File: src/rtl/stg_add_pkg.sv
package stg_add_pkg;

    localparam int FLAG_W    = 4;
    localparam int FLG_ZERO  = 3;
    localparam int FLG_SIGN  = 2;
    localparam int FLG_CARRY = 1;
    localparam int FLG_OVF   = 0;

    typedef struct packed {
        logic zero;
        logic sign;
        logic carry;
        logic ovf;
    } flags_t;

    // signed overflow from the sign bits of both operands and the sum
    function automatic logic signed_ovf(input logic a_msb, input logic b_msb,
                                        input logic s_msb);
        return (a_msb == b_msb) && (s_msb != a_msb);
    endfunction

endpackage

File: src/rtl/stg_lo_slice.sv
module stg_lo_slice #(
    parameter int SW = 16
) (
    input  logic          clk,
    input  logic          rst,
    input  logic          in_valid,
    input  logic [SW-1:0] a,
    input  logic [SW-1:0] b,
    input  logic          a_byp,
    input  logic          b_byp,
    output logic          out_valid,
    output logic [SW-1:0] sum_q,
    output logic          carry_q,
    output logic          zero_q
);

    logic [SW-1:0] opa, opb;
    logic [SW:0]   wide;

    // the forwarded lower half is this slice's own registered sum
    always_comb begin
        opa  = a_byp ? sum_q : a;
        opb  = b_byp ? sum_q : b;
        wide = {1'b0, opa} + {1'b0, opb};
    end

    always_ff @(posedge clk) begin
        if (rst) begin
            out_valid <= 1'b0;
            sum_q     <= '0;
            carry_q   <= 1'b0;
            zero_q    <= 1'b0;
        end else begin
            out_valid <= in_valid;
            if (in_valid) begin
                sum_q   <= wide[SW-1:0];
                carry_q <= wide[SW];
                zero_q  <= (wide[SW-1:0] == '0);
            end
        end
    end

endmodule

File: src/rtl/stg_hi_slice.sv
module stg_hi_slice #(
    parameter int SW = 16,
    localparam int DW = 2 * SW
) (
    input  logic          clk,
    input  logic          rst,
    input  logic          iss_valid,
    input  logic [SW-1:0] a_hi,
    input  logic [SW-1:0] b_hi,
    input  logic          a_byp,
    input  logic          b_byp,
    input  logic          lo_valid,
    input  logic [SW-1:0] lo_sum,
    input  logic          lo_carry,
    input  logic          lo_zero,
    output logic          out_valid,
    output logic [DW-1:0] sum_q,
    output logic          carry_q,
    output logic          ovf_q,
    output logic          zero_lo_q,
    output logic          zero_hi_q
);

    typedef struct packed {
        logic [SW-1:0] a;
        logic [SW-1:0] b;
        logic          a_byp;
        logic          b_byp;
    } hi_req_t;

    hi_req_t       req_q;
    logic [SW-1:0] opa, opb;
    logic [SW:0]   wide;

    // stage 1: park the upper operands until the lower carry is ready
    always_ff @(posedge clk) begin
        if (rst) begin
            req_q <= '0;
        end else if (iss_valid) begin
            req_q <= '{a: a_hi, b: b_hi, a_byp: a_byp, b_byp: b_byp};
        end
    end

    // stage 2: forwarded upper half comes from this slice's own register
    always_comb begin
        opa  = req_q.a_byp ? sum_q[DW-1:SW] : req_q.a;
        opb  = req_q.b_byp ? sum_q[DW-1:SW] : req_q.b;
        wide = {1'b0, opa} + {1'b0, opb} + {{SW{1'b0}}, lo_carry};
    end

    always_ff @(posedge clk) begin
        if (rst) begin
            out_valid <= 1'b0;
            sum_q     <= '0;
            carry_q   <= 1'b0;
            ovf_q     <= 1'b0;
            zero_lo_q <= 1'b0;
            zero_hi_q <= 1'b0;
        end else begin
            out_valid <= lo_valid;
            if (lo_valid) begin
                sum_q     <= {wide[SW-1:0], lo_sum};
                carry_q   <= wide[SW];
                ovf_q     <= stg_add_pkg::signed_ovf(opa[SW-1], opb[SW-1], wide[SW-1]);
                zero_lo_q <= lo_zero;
                zero_hi_q <= (wide[SW-1:0] == '0);
            end
        end
    end

endmodule

File: src/rtl/stg_flag_unit.sv
module stg_flag_unit (
    input  logic                clk,
    input  logic                rst,
    input  logic                in_valid,
    input  logic                sign,
    input  logic                carry,
    input  logic                ovf,
    input  logic                zero_lo,
    input  logic                zero_hi,
    output logic                out_valid,
    output stg_add_pkg::flags_t flags_q
);

    always_ff @(posedge clk) begin
        if (rst) begin
            out_valid <= 1'b0;
            flags_q   <= '0;
        end else begin
            out_valid <= in_valid;
            if (in_valid) begin
                flags_q <= '{zero: zero_lo & zero_hi, sign: sign,
                             carry: carry, ovf: ovf};
            end
        end
    end

endmodule

File: src/rtl/stg_add_top.sv
module stg_add_top #(
    parameter int SW = 16,
    localparam int DW = 2 * SW
) (
    input  logic                          clk,
    input  logic                          rst,
    input  logic                          iss_valid,
    input  logic [DW-1:0]                 iss_a,
    input  logic [DW-1:0]                 iss_b,
    input  logic                          iss_a_byp,
    input  logic                          iss_b_byp,
    output logic                          lo_valid,
    output logic [SW-1:0]                 lo_sum,
    output logic                          res_valid,
    output logic [DW-1:0]                 res_sum,
    output logic                          flg_valid,
    output logic [stg_add_pkg::FLAG_W-1:0] flg_out
);

    logic                lo_carry, lo_zero;
    logic                hi_carry, hi_ovf, hi_zero_lo, hi_zero_hi;
    stg_add_pkg::flags_t flags;

    stg_lo_slice #(.SW(SW)) u_lo (
        .clk      (clk),
        .rst      (rst),
        .in_valid (iss_valid),
        .a        (iss_a[SW-1:0]),
        .b        (iss_b[SW-1:0]),
        .a_byp    (iss_a_byp),
        .b_byp    (iss_b_byp),
        .out_valid(lo_valid),
        .sum_q    (lo_sum),
        .carry_q  (lo_carry),
        .zero_q   (lo_zero)
    );

    stg_hi_slice #(.SW(SW)) u_hi (
        .clk      (clk),
        .rst      (rst),
        .iss_valid(iss_valid),
        .a_hi     (iss_a[DW-1:SW]),
        .b_hi     (iss_b[DW-1:SW]),
        .a_byp    (iss_a_byp),
        .b_byp    (iss_b_byp),
        .lo_valid (lo_valid),
        .lo_sum   (lo_sum),
        .lo_carry (lo_carry),
        .lo_zero  (lo_zero),
        .out_valid(res_valid),
        .sum_q    (res_sum),
        .carry_q  (hi_carry),
        .ovf_q    (hi_ovf),
        .zero_lo_q(hi_zero_lo),
        .zero_hi_q(hi_zero_hi)
    );

    stg_flag_unit u_flg (
        .clk      (clk),
        .rst      (rst),
        .in_valid (res_valid),
        .sign     (res_sum[DW-1]),
        .carry    (hi_carry),
        .ovf      (hi_ovf),
        .zero_lo  (hi_zero_lo),
        .zero_hi  (hi_zero_hi),
        .out_valid(flg_valid),
        .flags_q  (flags)
    );

    assign flg_out = flags;

endmodule

File: config.mk
export PLATFORM = sky130hd
export DESIGN_NAME = stg_add_top
export DESIGN_NICKNAME = d
export VERILOG_FILES = /design/src/rtl/stg_add_pkg.sv /design/src/rtl/stg_lo_slice.sv /design/src/rtl/stg_hi_slice.sv /design/src/rtl/stg_flag_unit.sv /design/src/rtl/stg_add_top.sv
export SDC_FILE = /design/constraint.sdc
export NUM_CORES = 1
export LEC_CHECK = 0
export ABC_AREA = 1
export BUFFER_PORTS_ARGS = -buffer_cell sky130_fd_sc_hd__buf_2
export CORE_UTILIZATION = 40
export DETAILED_ROUTE_END_ITERATION = 8
export HOLD_SLACK_MARGIN = 0.05
export PLACE_DENSITY = 0.65
export SYNTH_ARGS = -nofsm -noshare
export SYNTH_HDL_FRONTEND = slang
export SYNTH_SLANG_ARGS = --single-unit
export TNS_END_PERCENT = 10
File: constraint.sdc
create_clock -name clk -period 7.1 [get_ports clk]
set_input_delay 2.13 -clock clk [delete_from_list [all_inputs] [get_ports clk]]
set_output_delay 2.13 -clock clk [all_outputs]
set_load 0.05 [all_outputs]
==> results by group <==
Outcome
  • Status: finished, violations left
  • Failing checks: design-rule violations

Clock network
  • PostCTS Resize Cnt: 0
  • CTS tree: yes
  • CTS H-tree depth: 3
  • CTS sink cnt: 95
  • Root Driver: clkbuf_16
  • Clock slew at reported path FFs: 0.07 ns
  • Worst-Skew Late Latency: 0.35 ns
  • Maximum buffer depth of the clock tree: 2
  • Hold_buf cts: 0
  • Post-CTS setup buffer count: 0
  • CTS Buf Count: 9

Cells and area
  • Final cell count without fillers: 1262
  • Register Area: 1900 µm²
  • Nets: 1176
  • Layout cells sized above 1: 15.5%
  • Footprint of the multi-input gates: 3420 µm²
  • Post-layout util: 48.2%
  • Synth-to-Final Area Change: 16.6%
  • ANT cells: 0
  • Fillers: 1571

Place
  • Cell count after placement: 1246
  • Dpl hpwl: 12200 µm
  • DP Worst Slack: 2.47 ns
  • Final GP Congestion: 0.876
  • PortBufs: 123

STA
  • Setup TNS: 0 ns
  • Fin crit period: 4.25 ns
  • Fin. max-slew vios: 0
  • Max_slew headroom: 48.0%
  • Worst Skew: 0.00786 ns
  • Fmax: 235 MHz
  • Slew @ Worst Pin: 0.775 ns
  • PnR worst setup slack: 2.85 ns
  • Worst Hold Slack: 0.460 ns
  • Unrepaired setup endpoints after global routing: no
  • Fin crit share: 59.9%
  • # setup viols final: 0
  • Final hold vios: 0

Synth
  • Syn Nets: 1079
  • Post-Syn Area: 6060 µm²
  • Avg Cell Area, Syn: 6.21 µm²
  • FF+latch count, synth: 95
  • Cells after Synth: 976
  • Synth warn: 0
  • Seq/Total Area, Yosys: 31.4%
  • Post-synthesis cell type count: 27

Global routing
  • First-pass GRT wire length: 27400 µm
  • Largest net degree at the start of global routing: 65
  • Initial antenna violation count: 0
  • Total Routing Usage GR: 21.5%
  • GRT overflow: 0
  • Vias in the first global route: 5860

Critical path
  • Required @ worst endpoint: 7.39 ns
  • Worst setup path category: in -> reg
  • CP Launch Type: primary input
  • Setup crit end kind: flip-flop
  • Worst path arrival time: 4.54 ns
  • Worst-path maximum fanout: 27
  • Reg2Reg Depth: 19

Power and ir drop
  • Pleak: 3.84 nW
  • Sw Pwr: 634 µW
  • Power Density: 234 nW/µm²
  • Switch share: 38.4%
  • Combinational power share: 34.5%
  • VDD IR-drop max: 0.122 mV
  • Power share of the clock group: 29.0%
  • Internal power: 1.02 mW
  • Sequential Power Share: 36.5%

Route
  • DRT iter0 DRCs: 346
  • Total Wirelength: 16300 µm
  • Routed Antenna Nets: 0
  • DR pass1 iterations: 7
  • Via count: 6220
  • Vias/cell: 4.93
  • # DRC: 12
  • Wire per inst: 12.9 µm

Floorplan
  • Starting density of the core: 41.4%
  • CORE AREA: 14600 µm²
  • Die Area: 15600 µm²
  • Rows: 44
  • Die Ht: 125 µm
  • IO Count: 124
  • Die Span X: 125 µm

Flow run
  • MaxCap Viol Count: 0

Hold path
  • Hold crit path type: reg -> reg
  • Hold Path Depth: 2
power groups by stage:
stage / Clock [mW] / Combinational (mW) / Sequential, mW
2_1_floorplan: 0 / 0.346 / 0.696
3_3_place_gp: 0 / 0.565 / 0.615
3_5_place_dp: 0 / 0.568 / 0.615
4_1_cts: 0.488 / 0.570 / 0.603
5_1_grt: 0.508 / 0.642 / 0.608
6_report: 0.480 / 0.570 / 0.602
sequential cells by signal, summed over array words and instances (netlist names):
register / cells
u_lo.carry_q: 1
u_lo.sum_q: 16
u_lo.out_valid: 1
u_hi.out_valid: 1
u_hi.zero_hi_q: 1
u_hi.sum_q: 32
u_lo.zero_q: 1
u_hi.carry_q: 1
u_flg.flags_q: 4
u_hi.zero_lo_q: 1
u_hi.ovf_q: 1
u_hi.req_q: 34
u_flg.out_valid: 1
cell usage after synthesis, drive strengths merged:
master  number  area, µm²
a21oi       94        474
o211ai      12       90.1
ha          31        388
clkbuf      36        135
inv        150        563
nand2      217        825
dfxtp       95       1900
mux2        12        135
nand4        7       43.8
and3         2       12.5
nand3       44        230
nor3         4       20.0
a31oi        2       12.5
nor2       156        586
nand3b       6       48.8
fa           3       60.1
clkinv       1       3.75
buf          6       38.8
o21ai       98        490
stage by stage:
step | cell area (µm²) | power [mW]
6_report | 7060 | 1.65
5_1_grt | 7060 | 1.76
4_1_cts | 7060 | 1.66
3_5_place_dp | 6770 | 1.18
3_3_place_gp | 6770 | 1.18
2_1_floorplan | 6060 | 1.04
layer usage:
layer,track usage (%),up-vias,routed length (µm)
met1,27.4,2797,7810
met3,4.19,15,690
li1,-,3292,-
met4,5.88,0,262
met2,37.1,116,7540
met5,0,-,0
cell type report:
type	instances	share of cell area [%]
clock buffers	12	3.77
clock inverters	4	0.407
inverters	151	8.02
multi-input cells	688	48.4
flip-flops and latches	95	26.9
well taps	184	3.26
repair buffers	128	9.25
critical path, cell delays in order:
cell and delay [ns]:
buf_2 0.39, mux2_2 0.39, ha_1 0.24, fa_1 0.44, nand2_1 0.09, nand2_1 0.10, nand3_1 0.11, nand3_1 0.08
nor2_1 0.09, nand2_1 0.06, nor2_1 0.09, nand2_1 0.07, nor2_1 0.10, nand3_1 0.07, a21oi_1 0.11
worst paths after layout:
check            startpoint  slack (ns)             end
max               iss_b_byp        2.85     u_lo.zero_q
min          u_hi.req_q[30]        0.46  u_hi.req_q[30]
max reg2reg   u_hi.req_q[0]        4.17  u_hi.zero_hi_q
min reg2reg  u_hi.req_q[30]        0.46  u_hi.req_q[30]
placed cells by master, fill, tap and decap left out:
cell | netlist | final
a21oi_2 | 1 | 1
a21oi_1 | 93 | 93
clkinvlp_4 | 0 | 2
nor3_1 | 4 | 4
buf_2 | 1 | 123
inv_2 | 2 | 2
and3_1 | 2 | 2
nand3b_1 | 5 | 5
mux2_2 | 12 | 12
fa_1 | 3 | 3
clkbuf_16 | 0 | 9
nand3b_2 | 1 | 1
clkbuf_8 | 0 | 3
a31oi_1 | 2 | 2
dfxtp_1 | 95 | 94
ha_1 | 31 | 31
nand2_1 | 213 | 213
nand2_2 | 4 | 4
dfxtp_2 | 0 | 1
o211ai_1 | 12 | 12
nand3_2 | 2 | 2
clkinv_4 | 0 | 1
nor2_1 | 156 | 156
clkinv_2 | 0 | 1
nand4_1 | 7 | 7
buf_4 | 2 | 5
nand3_1 | 42 | 42
clkinv_1 | 1 | 1
inv_1 | 148 | 148
o21ai_0 | 98 | 98
kinds of logic after synthesis:
logic type	count (synthesis)	share of synthesized area, %
multiplexers	12	2.23
flip-flops	95	31.4
buffers and inverters	193	12.2
AO/OA/AOI/OAI	206	17.6
adder cells (fa/ha/maj)	34	7.39
AND/OR/NAND/NOR	436	29.1
No activity file was read; power rests on OpenSTA's default activity.
